==> config.mk <==
export PLATFORM = sky130hd
export DESIGN_NAME = serial_dot_mac
export DESIGN_NICKNAME = d
export VERILOG_FILES = /design/src/rtl/dot_mac_pkg.sv /design/src/rtl/dot_mac_ctrl.sv /design/src/rtl/dot_mac_dp.sv /design/src/rtl/serial_dot_mac.sv
export SDC_FILE = /design/constraint.sdc
export NUM_CORES = 2
export LEC_CHECK = 0
export BUFFER_PORTS_ARGS = -buffer_cell sky130_fd_sc_hd__clkbuf_2
export CAP_MARGIN = 20
export CORE_AREA = 4 4 390 392
export CTS_CLUSTER_DIAMETER = 30
export CTS_CLUSTER_SIZE = 14
export DETAILED_ROUTE_END_ITERATION = 6
export DIE_AREA = 0 0 394 396
export PLACE_DENSITY = 0.43
export SLEW_MARGIN = 10
export SYNTH_ARGS = -nofsm -noshare
export SYNTH_HDL_FRONTEND = slang
export SYNTH_SLANG_ARGS = --single-unit
==> constraint.sdc <==
create_clock -name clk -period 4.2 [get_ports clk]
set_clock_uncertainty 0.15 [all_clocks]
set_input_delay 0.63 -clock clk [delete_from_list [all_inputs] [get_ports clk]]
set_output_delay 0.63 -clock clk [all_outputs]
set_load 0.02 [all_outputs]
==> src/rtl/dot_mac_pkg.sv <==
package dot_mac_pkg;
  // Strobes from control to datapath
  typedef struct packed {
    logic load;   // capture the offered pair into the input latch
    logic flush;  // drop everything in flight and zero the accumulator
  } dmStrobe_t;
endpackage

==> src/rtl/dot_mac_ctrl.sv <==
module dot_mac_ctrl
  import dot_mac_pkg::*;
#(
  parameter int VEC_LEN = 16
) (
  input  logic      clk,
  input  logic      rstN,
  input  logic      clear,
  input  logic      inValid,
  input  logic      resReady,
  input  logic      prodValid,
  output logic      inReady,
  output logic      resValid,
  output dmStrobe_t strobe
);
  localparam int CW = $clog2(VEC_LEN + 1);
  localparam logic [CW-1:0] FULL_CNT = CW'(VEC_LEN);
  localparam logic [CW-1:0] LAST_CNT = CW'(VEC_LEN - 1);

  logic [CW-1:0] inCnt;
  logic [CW-1:0] prodCnt;
  logic          take;

  assign take         = resValid && resReady;
  assign inReady      = !clear && !resValid && (inCnt != FULL_CNT);
  assign strobe.load  = inValid && inReady;
  assign strobe.flush = clear;

  always_ff @(posedge clk or negedge rstN) begin
    if (!rstN) begin
      inCnt    <= '0;
      prodCnt  <= '0;
      resValid <= 1'b0;
    end else if (clear || take) begin
      inCnt    <= '0;
      prodCnt  <= '0;
      resValid <= 1'b0;
    end else begin
      if (strobe.load) inCnt <= inCnt + 1'b1;
      if (prodValid) begin
        prodCnt <= prodCnt + 1'b1;
        if (prodCnt == LAST_CNT) resValid <= 1'b1;
      end
    end
  end
endmodule

==> src/rtl/dot_mac_dp.sv <==
module dot_mac_dp
  import dot_mac_pkg::*;
#(
  parameter int OP_W = 16,
  localparam int PW  = 2 * OP_W
) (
  input  logic            clk,
  input  logic            rstN,
  input  dmStrobe_t       strobe,
  input  logic            signedMode,
  input  logic [OP_W-1:0] inX,
  input  logic [OP_W-1:0] inY,
  output logic            prodValid,
  output logic [PW-1:0]   accOut
);
  // Input latch: frees the handshake while earlier pairs are in the array
  logic [OP_W-1:0] xL, yL;
  logic            sL, vL;
  logic [PW-1:0]   xExt;

  always_ff @(posedge clk or negedge rstN) begin
    if (!rstN) vL <= 1'b0;
    else       vL <= strobe.load;
  end

  always_ff @(posedge clk) begin
    if (strobe.load) begin
      xL <= inX;
      yL <= inY;
      sL <= signedMode;
    end
  end

  assign xExt = {{OP_W{sL & xL[OP_W-1]}}, xL};

  // Staggered array: one adder per stage, registered on both sides.
  // Stage k consumes multiplier bit k; the remaining bits shift onward.
  for (genvar k = 0; k < OP_W; k++) begin : stg
    localparam int  REM      = OP_W - 1 - k;
    localparam bit  NEG_STEP = (k == OP_W - 1);

    logic [PW-1:0] accIn, candIn, shifted, sum;
    logic          bitIn, sgnIn, vldIn;
    logic [PW-1:0] accQ;
    logic          vldQ;

    if (k == 0) begin : src
      assign accIn  = '0;
      assign candIn = xExt;
      assign bitIn  = yL[0];
      assign sgnIn  = sL;
      assign vldIn  = vL;
    end else begin : src
      assign accIn  = stg[k-1].accQ;
      assign candIn = stg[k-1].fwd.candQ;
      assign bitIn  = stg[k-1].fwd.plierQ[0];
      assign sgnIn  = stg[k-1].fwd.sgnQ;
      assign vldIn  = stg[k-1].vldQ;
    end

    assign shifted = candIn << k;

    always_comb begin
      if (!bitIn)                  sum = accIn;
      else if (NEG_STEP && sgnIn)  sum = accIn - shifted;  // weight -2^(W-1)
      else                         sum = accIn + shifted;
    end

    always_ff @(posedge clk or negedge rstN) begin
      if (!rstN)             vldQ <= 1'b0;
      else if (strobe.flush) vldQ <= 1'b0;
      else                   vldQ <= vldIn;
    end

    always_ff @(posedge clk) accQ <= sum;

    if (k < OP_W - 1) begin : fwd
      logic [PW-1:0]  candQ;
      logic [REM-1:0] plierQ;
      logic           sgnQ;
      logic [REM-1:0] restIn;

      if (k == 0) begin : rest
        assign restIn = yL[OP_W-1:1];
      end else begin : rest
        assign restIn = stg[k-1].fwd.plierQ[REM:1];
      end

      always_ff @(posedge clk) begin
        candQ  <= candIn;
        plierQ <= restIn;
        sgnQ   <= sgnIn;
      end
    end
  end

  assign prodValid = stg[OP_W-1].vldQ;

  // Accumulator, read and written back in place, wrapping at 2^PW
  always_ff @(posedge clk or negedge rstN) begin
    if (!rstN)             accOut <= '0;
    else if (strobe.flush) accOut <= '0;
    else if (prodValid)    accOut <= accOut + stg[OP_W-1].accQ;
  end
endmodule

==> src/rtl/serial_dot_mac.sv <==
module serial_dot_mac
  import dot_mac_pkg::*;
#(
  parameter int OP_W    = 16,
  parameter int VEC_LEN = 16
) (
  input  logic              clk,
  input  logic              rstN,
  input  logic              clear,
  input  logic              signedMode,
  input  logic              inValid,
  output logic              inReady,
  input  logic [OP_W-1:0]   inX,
  input  logic [OP_W-1:0]   inY,
  output logic              resValid,
  input  logic              resReady,
  output logic [2*OP_W-1:0] resData
);
  dmStrobe_t strobe;
  logic      prodValid;

  dot_mac_ctrl #(.VEC_LEN(VEC_LEN)) u_ctrl (
    .clk       (clk),
    .rstN      (rstN),
    .clear     (clear),
    .inValid   (inValid),
    .resReady  (resReady),
    .prodValid (prodValid),
    .inReady   (inReady),
    .resValid  (resValid),
    .strobe    (strobe)
  );

  dot_mac_dp #(.OP_W(OP_W)) u_dp (
    .clk        (clk),
    .rstN       (rstN),
    .strobe     (strobe),
    .signedMode (signedMode),
    .inX        (inX),
    .inY        (inY),
    .prodValid  (prodValid),
    .accOut     (resData)
  );
endmodule

==> impl_metrics.prom <==
# TYPE chip_impl_metric gauge
chip_impl_info{name="run_status",value="finished, final reports clean"} 1
chip_impl_metric{name="syn_to_final_growth",unit="%"} 28.4
chip_impl_metric{name="synth.yosys.warnings",unit=""} 0
chip_impl_info{name="clock_tree_from_tritoncts",value="built"} 1
chip_impl_metric{name="total_clock_buffers_created_by_cts",unit=""} 237
chip_impl_metric{name="largest_net_degree_at_the_start_of_global_routing",unit=""} 50
chip_impl_metric{name="io-pin-count",unit=""} 72
chip_impl_metric{name="tightestPinTransition",unit="ns"} 1.04
chip_impl_metric{name="dpl_worst_slack",unit="ns"} 0.619
chip_impl_metric{name="initial_utilization",unit="%"} 27.9
chip_impl_metric{name="grt_use_total",unit="%"} 11.3
chip_impl_info{name="grt_setup_unrepaired",value="false"} 1
chip_impl_metric{name="grt_antenna_before_repair",unit=""} 0
chip_impl_metric{name="grt_pass1_wl",unit="um"} 148000
chip_impl_metric{name="cts-root-to-sink-buffers",unit=""} 3
chip_impl_metric{name="number_of_flops_mapped_to_enable_cells_by_yosys",unit=""} 33
chip_impl_metric{name="placement_rows",unit=""} 142
chip_impl_metric{name="fin_util",unit="%"} 35.8
chip_impl_metric{name="cp_num_cells",unit=""} 13
chip_impl_info{name="critical-path-top-delay-family",value="compound AO/OA/AOI/OAI gates"} 1
chip_impl_metric{name="post_synth_num_cell_types",unit=""} 95
chip_impl_metric{name="postCtsSetupRepairBufs",unit=""} 0
chip_impl_metric{name="routed_via_density",unit=""} 4.48
chip_impl_info{name="start_kind",value="flip-flop"} 1
chip_impl_metric{name="p_per_area",unit="nW/um2"} 836
chip_impl_metric{name="timing.final.hold_violations",unit=""} 0
chip_impl_info{name="worst_r2r_startpoint",value="u_dp.stg[5].fwd.candQ[0]$_DFF_P_"} 1
chip_impl_metric{name="cp_data_required_time",unit="ns"} 4.73
chip_impl_info{name="synth_flop_cell",value="dfxtp_1"} 1
chip_impl_info{name="crit_path_start",value="u_dp.stg[5].fwd.candQ[0]$_DFF_P_"} 1
chip_impl_metric{name="violation_count_after_the_first_detailed_routing_iteration",unit=""} 832
chip_impl_metric{name="routed_wire_length_per_instance",unit="um"} 13.9
chip_impl_info{name="worstPathCellList",value="ha_1 -> inv_1 -> fa_1 -> nor2b_1 -> o21ai_0 -> a21oi_1 -> a41oi_1 -> a31oi_1 -> o21ai_0 -> o21ai_0 -> a31oi_1 -> xnor2_1 -> mux2_2"} 1
chip_impl_metric{name="num-nets-final",unit=""} 4558
chip_impl_metric{name="p_leak",unit="nW"} 23.2
chip_impl_metric{name="drive_above_1_share",unit="%"} 18.4
chip_impl_metric{name="maxCapViolCount",unit=""} 0
chip_impl_metric{name="post_synth_inst_count",unit=""} 3867
chip_impl_info{name="end_kind",value="flip-flop"} 1
chip_impl_metric{name="syn-mean-instance-area",unit="um2"} 10.7
chip_impl_info{name="worst_path_max_delay_cell",value="fa_1"} 1
chip_impl_metric{name="peakVddDrop",unit="mV"} 0.396
chip_impl_info{name="cts-root-buf",value="clkbuf_16"} 1
chip_impl_metric{name="routed_wirelength",unit="um"} 87800
chip_impl_metric{name="async_flop_share",unit="%"} 6.20
chip_impl_metric{name="fp.coreArea",unit="um2"} 149000
chip_impl_metric{name="cts.clk_slew.worst_paths",unit="ns"} 0.05
chip_impl_metric{name="final.min_clock_period",unit="ns"} 3.53
chip_impl_info{name="worstHoldPathType",value="flip-flop to flip-flop"} 1
chip_impl_metric{name="die-width",unit="um"} 394
chip_impl_metric{name="setup_tns",unit="ns"} 0
chip_impl_metric{name="critPathMaxStageDelay",unit="ns"} 0.41
chip_impl_metric{name="dr_total_vias",unit=""} 28200
chip_impl_metric{name="cp.buffers_inverters",unit=""} 1
chip_impl_metric{name="clock_sink_count",unit=""} 967
chip_impl_metric{name="antenna_violating_nets_post_route",unit=""} 0
chip_impl_metric{name="num_antenna_cells",unit=""} 0
chip_impl_metric{name="first_pass_iters",unit=""} 5
chip_impl_metric{name="synth_sequential_area_ratio",unit="%"} 48.2
chip_impl_metric{name="drc_errors",unit=""} 0
chip_impl_metric{name="die-height",unit="um"} 396
chip_impl_info{name="crit-reg2reg-capture",value="u_dp.stg[6].accQ[30]$_DFF_P_"} 1
chip_impl_info{name="timing.critical_path.mode_cell",value="o21ai_0"} 1
chip_impl_metric{name="final-setup-viol-count",unit=""} 0
chip_impl_metric{name="r2r_cells",unit=""} 13
chip_impl_metric{name="clock_insertion_delay_worst_skew",unit="ns"} 0.81
chip_impl_metric{name="fmax",unit="GHz"} 0.283
chip_impl_metric{name="yosys_register_bits",unit=""} 967
chip_impl_metric{name="timing.final.crit_share",unit="%"} 84.0
chip_impl_metric{name="timing.final.ws_setup",unit="ns"} 0.670
chip_impl_metric{name="place.port_buffers",unit=""} 71
chip_impl_metric{name="die_area",unit="um2"} 156000
chip_impl_metric{name="setup.reg_to_reg.worst_slack",unit="ns"} 0.67
chip_impl_metric{name="synthesis.area",unit="um2"} 41500
chip_impl_metric{name="report.final.slew_viol_count",unit=""} 0
chip_impl_metric{name="grt_pass1_vias",unit=""} 29700
chip_impl_info{name="critPathCapture",value="u_dp.stg[6].accQ[30]$_DFF_P_"} 1
chip_impl_metric{name="critical_path_arrival",unit="ns"} 4.06
chip_impl_metric{name="place.detailed.hpwl",unit="um"} 64100
chip_impl_info{name="kind_of_critical_path",value="flip-flop to flip-flop"} 1
chip_impl_metric{name="critical_path.max_fanout",unit=""} 3
chip_impl_metric{name="worst_slew_slack_as_a_fraction_of_its_limit",unit="%"} 30.3
chip_impl_metric{name="htree_levels",unit=""} 4
chip_impl_metric{name="synth_fp_nets",unit=""} 4277
chip_impl_metric{name="place.gp.congestion",unit=""} 0.802
chip_impl_metric{name="grt_remaining_overflow",unit=""} 0
[synth_stat cells (all sizes together) (8+ instances only)]
cell | number | area (um2)
dfxtp | 874 | 17500
ha | 356 | 4450
a21oi | 293 | 1470
mux2 | 257 | 2900
xnor2 | 254 | 2220
nor2 | 243 | 912
nand2 | 166 | 626
o21ai | 162 | 815
a21o | 145 | 1100
inv | 141 | 529
xor2 | 71 | 622
clkbuf | 70 | 263
dfrtp | 60 | 1500
nor2b | 58 | 363
a31oi | 51 | 334
nand3 | 47 | 235
nor3 | 42 | 210
mux2i | 39 | 390
nand2b | 38 | 238
o21a | 38 | 285
o21bai | 38 | 289
and3 | 36 | 225
nand4 | 35 | 219
edfxtp | 33 | 991
a211oi | 32 | 240
and2 | 31 | 194
a21boi | 16 | 120
fa | 16 | 320
o31ai | 16 | 125
o41ai | 16 | 163
or3 | 14 | 87.6
buf | 13 | 65.1
a31o | 11 | 96.3
o211ai | 10 | 75.1
o22ai | 9 | 56.3
o311ai | 9 | 86.3
nor3b | 8 | 65.1
[placed cells by master (no fill, tap or decap), drive strengths merged, types with 145 or more instances in the layout]
master	n
nand2	166
mux2	257
nor2	243
dfxtp	874
ha	356
inv	155
clkbuf	378
a21o	145
xnor2	254
o21ai	162
a21oi	293
[routing by layer]
layer | GRT usage (%) | share of wire, % | vias up
met5 | 0 | 0 | -
met4 | 5.26 | 3.6 | 0
met3 | 2.87 | 4.0 | 222
met2 | 19.8 | 48 | 379
met1 | 12.9 | 44 | 13100
li1 | - | - | 14600
[how the worst min path moves through the flow]
stage / slack, ns / to / cells after the start / start
after global placement: 0.16 / u_dp.stg[10].accQ[4]$_DFF_P_ / 0 / u_dp.stg[10].accIn[4]$_DFF_P_
after CTS: 0.16 / u_dp.accOut[2]$_DFFE_PN0P_ / 2 / rstN
final: 0.15 / u_dp.stg[13].fwd.plierQ[1]$_DFF_P_ / 0 / u_dp.stg[12].fwd.plierQ[2]$_DFF_P_
after detailed placement: 0.16 / u_dp.stg[10].accQ[2]$_DFF_P_ / 0 / u_dp.stg[10].accIn[2]$_DFF_P_
after global routing: 0.16 / u_dp.stg[13].fwd.plierQ[1]$_DFF_P_ / 0 / u_dp.stg[12].fwd.plierQ[2]$_DFF_P_
after floorplan: 0.16 / u_dp.stg[10].accIn[0]$_DFF_P_ / 0 / u_dp.stg[8].accQ[0]$_DFF_P_
[stage by stage]
| stage | hold WS [ns] | cell area, um2 | instances | power [mW] |
|---|---|---|---|---|
| 2_1_floorplan | 0.160 | 41500 | 3867 | 22.5 |
| 4_1_cts | 0.157 | 53300 | 6304 | 45.3 |
| 5_1_grt | 0.157 | 53300 | 6304 | 47.5 |
| 3_3_place_gp | 0.160 | 44100 | 5818 | 25.2 |
| 3_5_place_dp | 0.162 | 44100 | 5818 | 25.2 |
| 6_report | 0.151 | 53300 | 6304 | 44.6 |
[power by group]
group / internal (mW) / leakage [nW] / switching (mW) / total (mW)
sequential: 11.4 / 8.51 / 1.12 / 12.6
combinational: 6.13 / 10.4 / 6.36 / 12.5
clock: 13.8 / 4.29 / 5.68 / 19.5
total: 31.4 / 23.2 / 13.2 / 44.6
[logic make-up (layout without fill, tap and decap cells)]
group,after synthesis,count (layout),share of synthesized area (%)
DFF,967,967,48.2
xor gates and xnor gates,325,325,6.86
AOI/OAI and AO/OA,924,924,14.6
muxes,296,296,7.93
adders and majority gates,372,372,11.5
buffers and inverters,225,718,2.07
and+or+nand+nor,758,758,8.88
[flip-flops by register name, summed over array words and instances, names as in the netlist]
register             count
u_dp.stg.fwd.candQ     238
u_ctrl.resValid          1
u_dp.stg.vldIn           2
u_dp.stg.accQ          452
u_dp.stg.vldQ           14
u_dp.yL                 16
u_dp.accOut             32
u_dp.stg.accIn          32
u_dp.prodValid           1
u_dp.xL                 16
u_dp.sL                  1
u_dp.stg.fwd.plierQ    120
u_dp.stg.fwd.sgnQ       14
u_ctrl.prodCnt           5
u_dp.stg.sgnIn           1
u_ctrl.inCnt             5
u_dp.stg.candIn         17
[timing repair]
item | CTS | global route
resized for setup | 0 | 0
hold buffers | 35 | 0
hold endpoints to repair | 54 | 0
[final cells by class]
type,count,area (um2)
fill,14800,95600
multi-input combinational,2675,20600
sequential,967,20000
clock buffer,307,6620
tap,1944,2430
clock inverter,144,2220
timing repair buffer,125,848
inverter,142,533
Note: power is estimated with default switching activity, not from simulation.
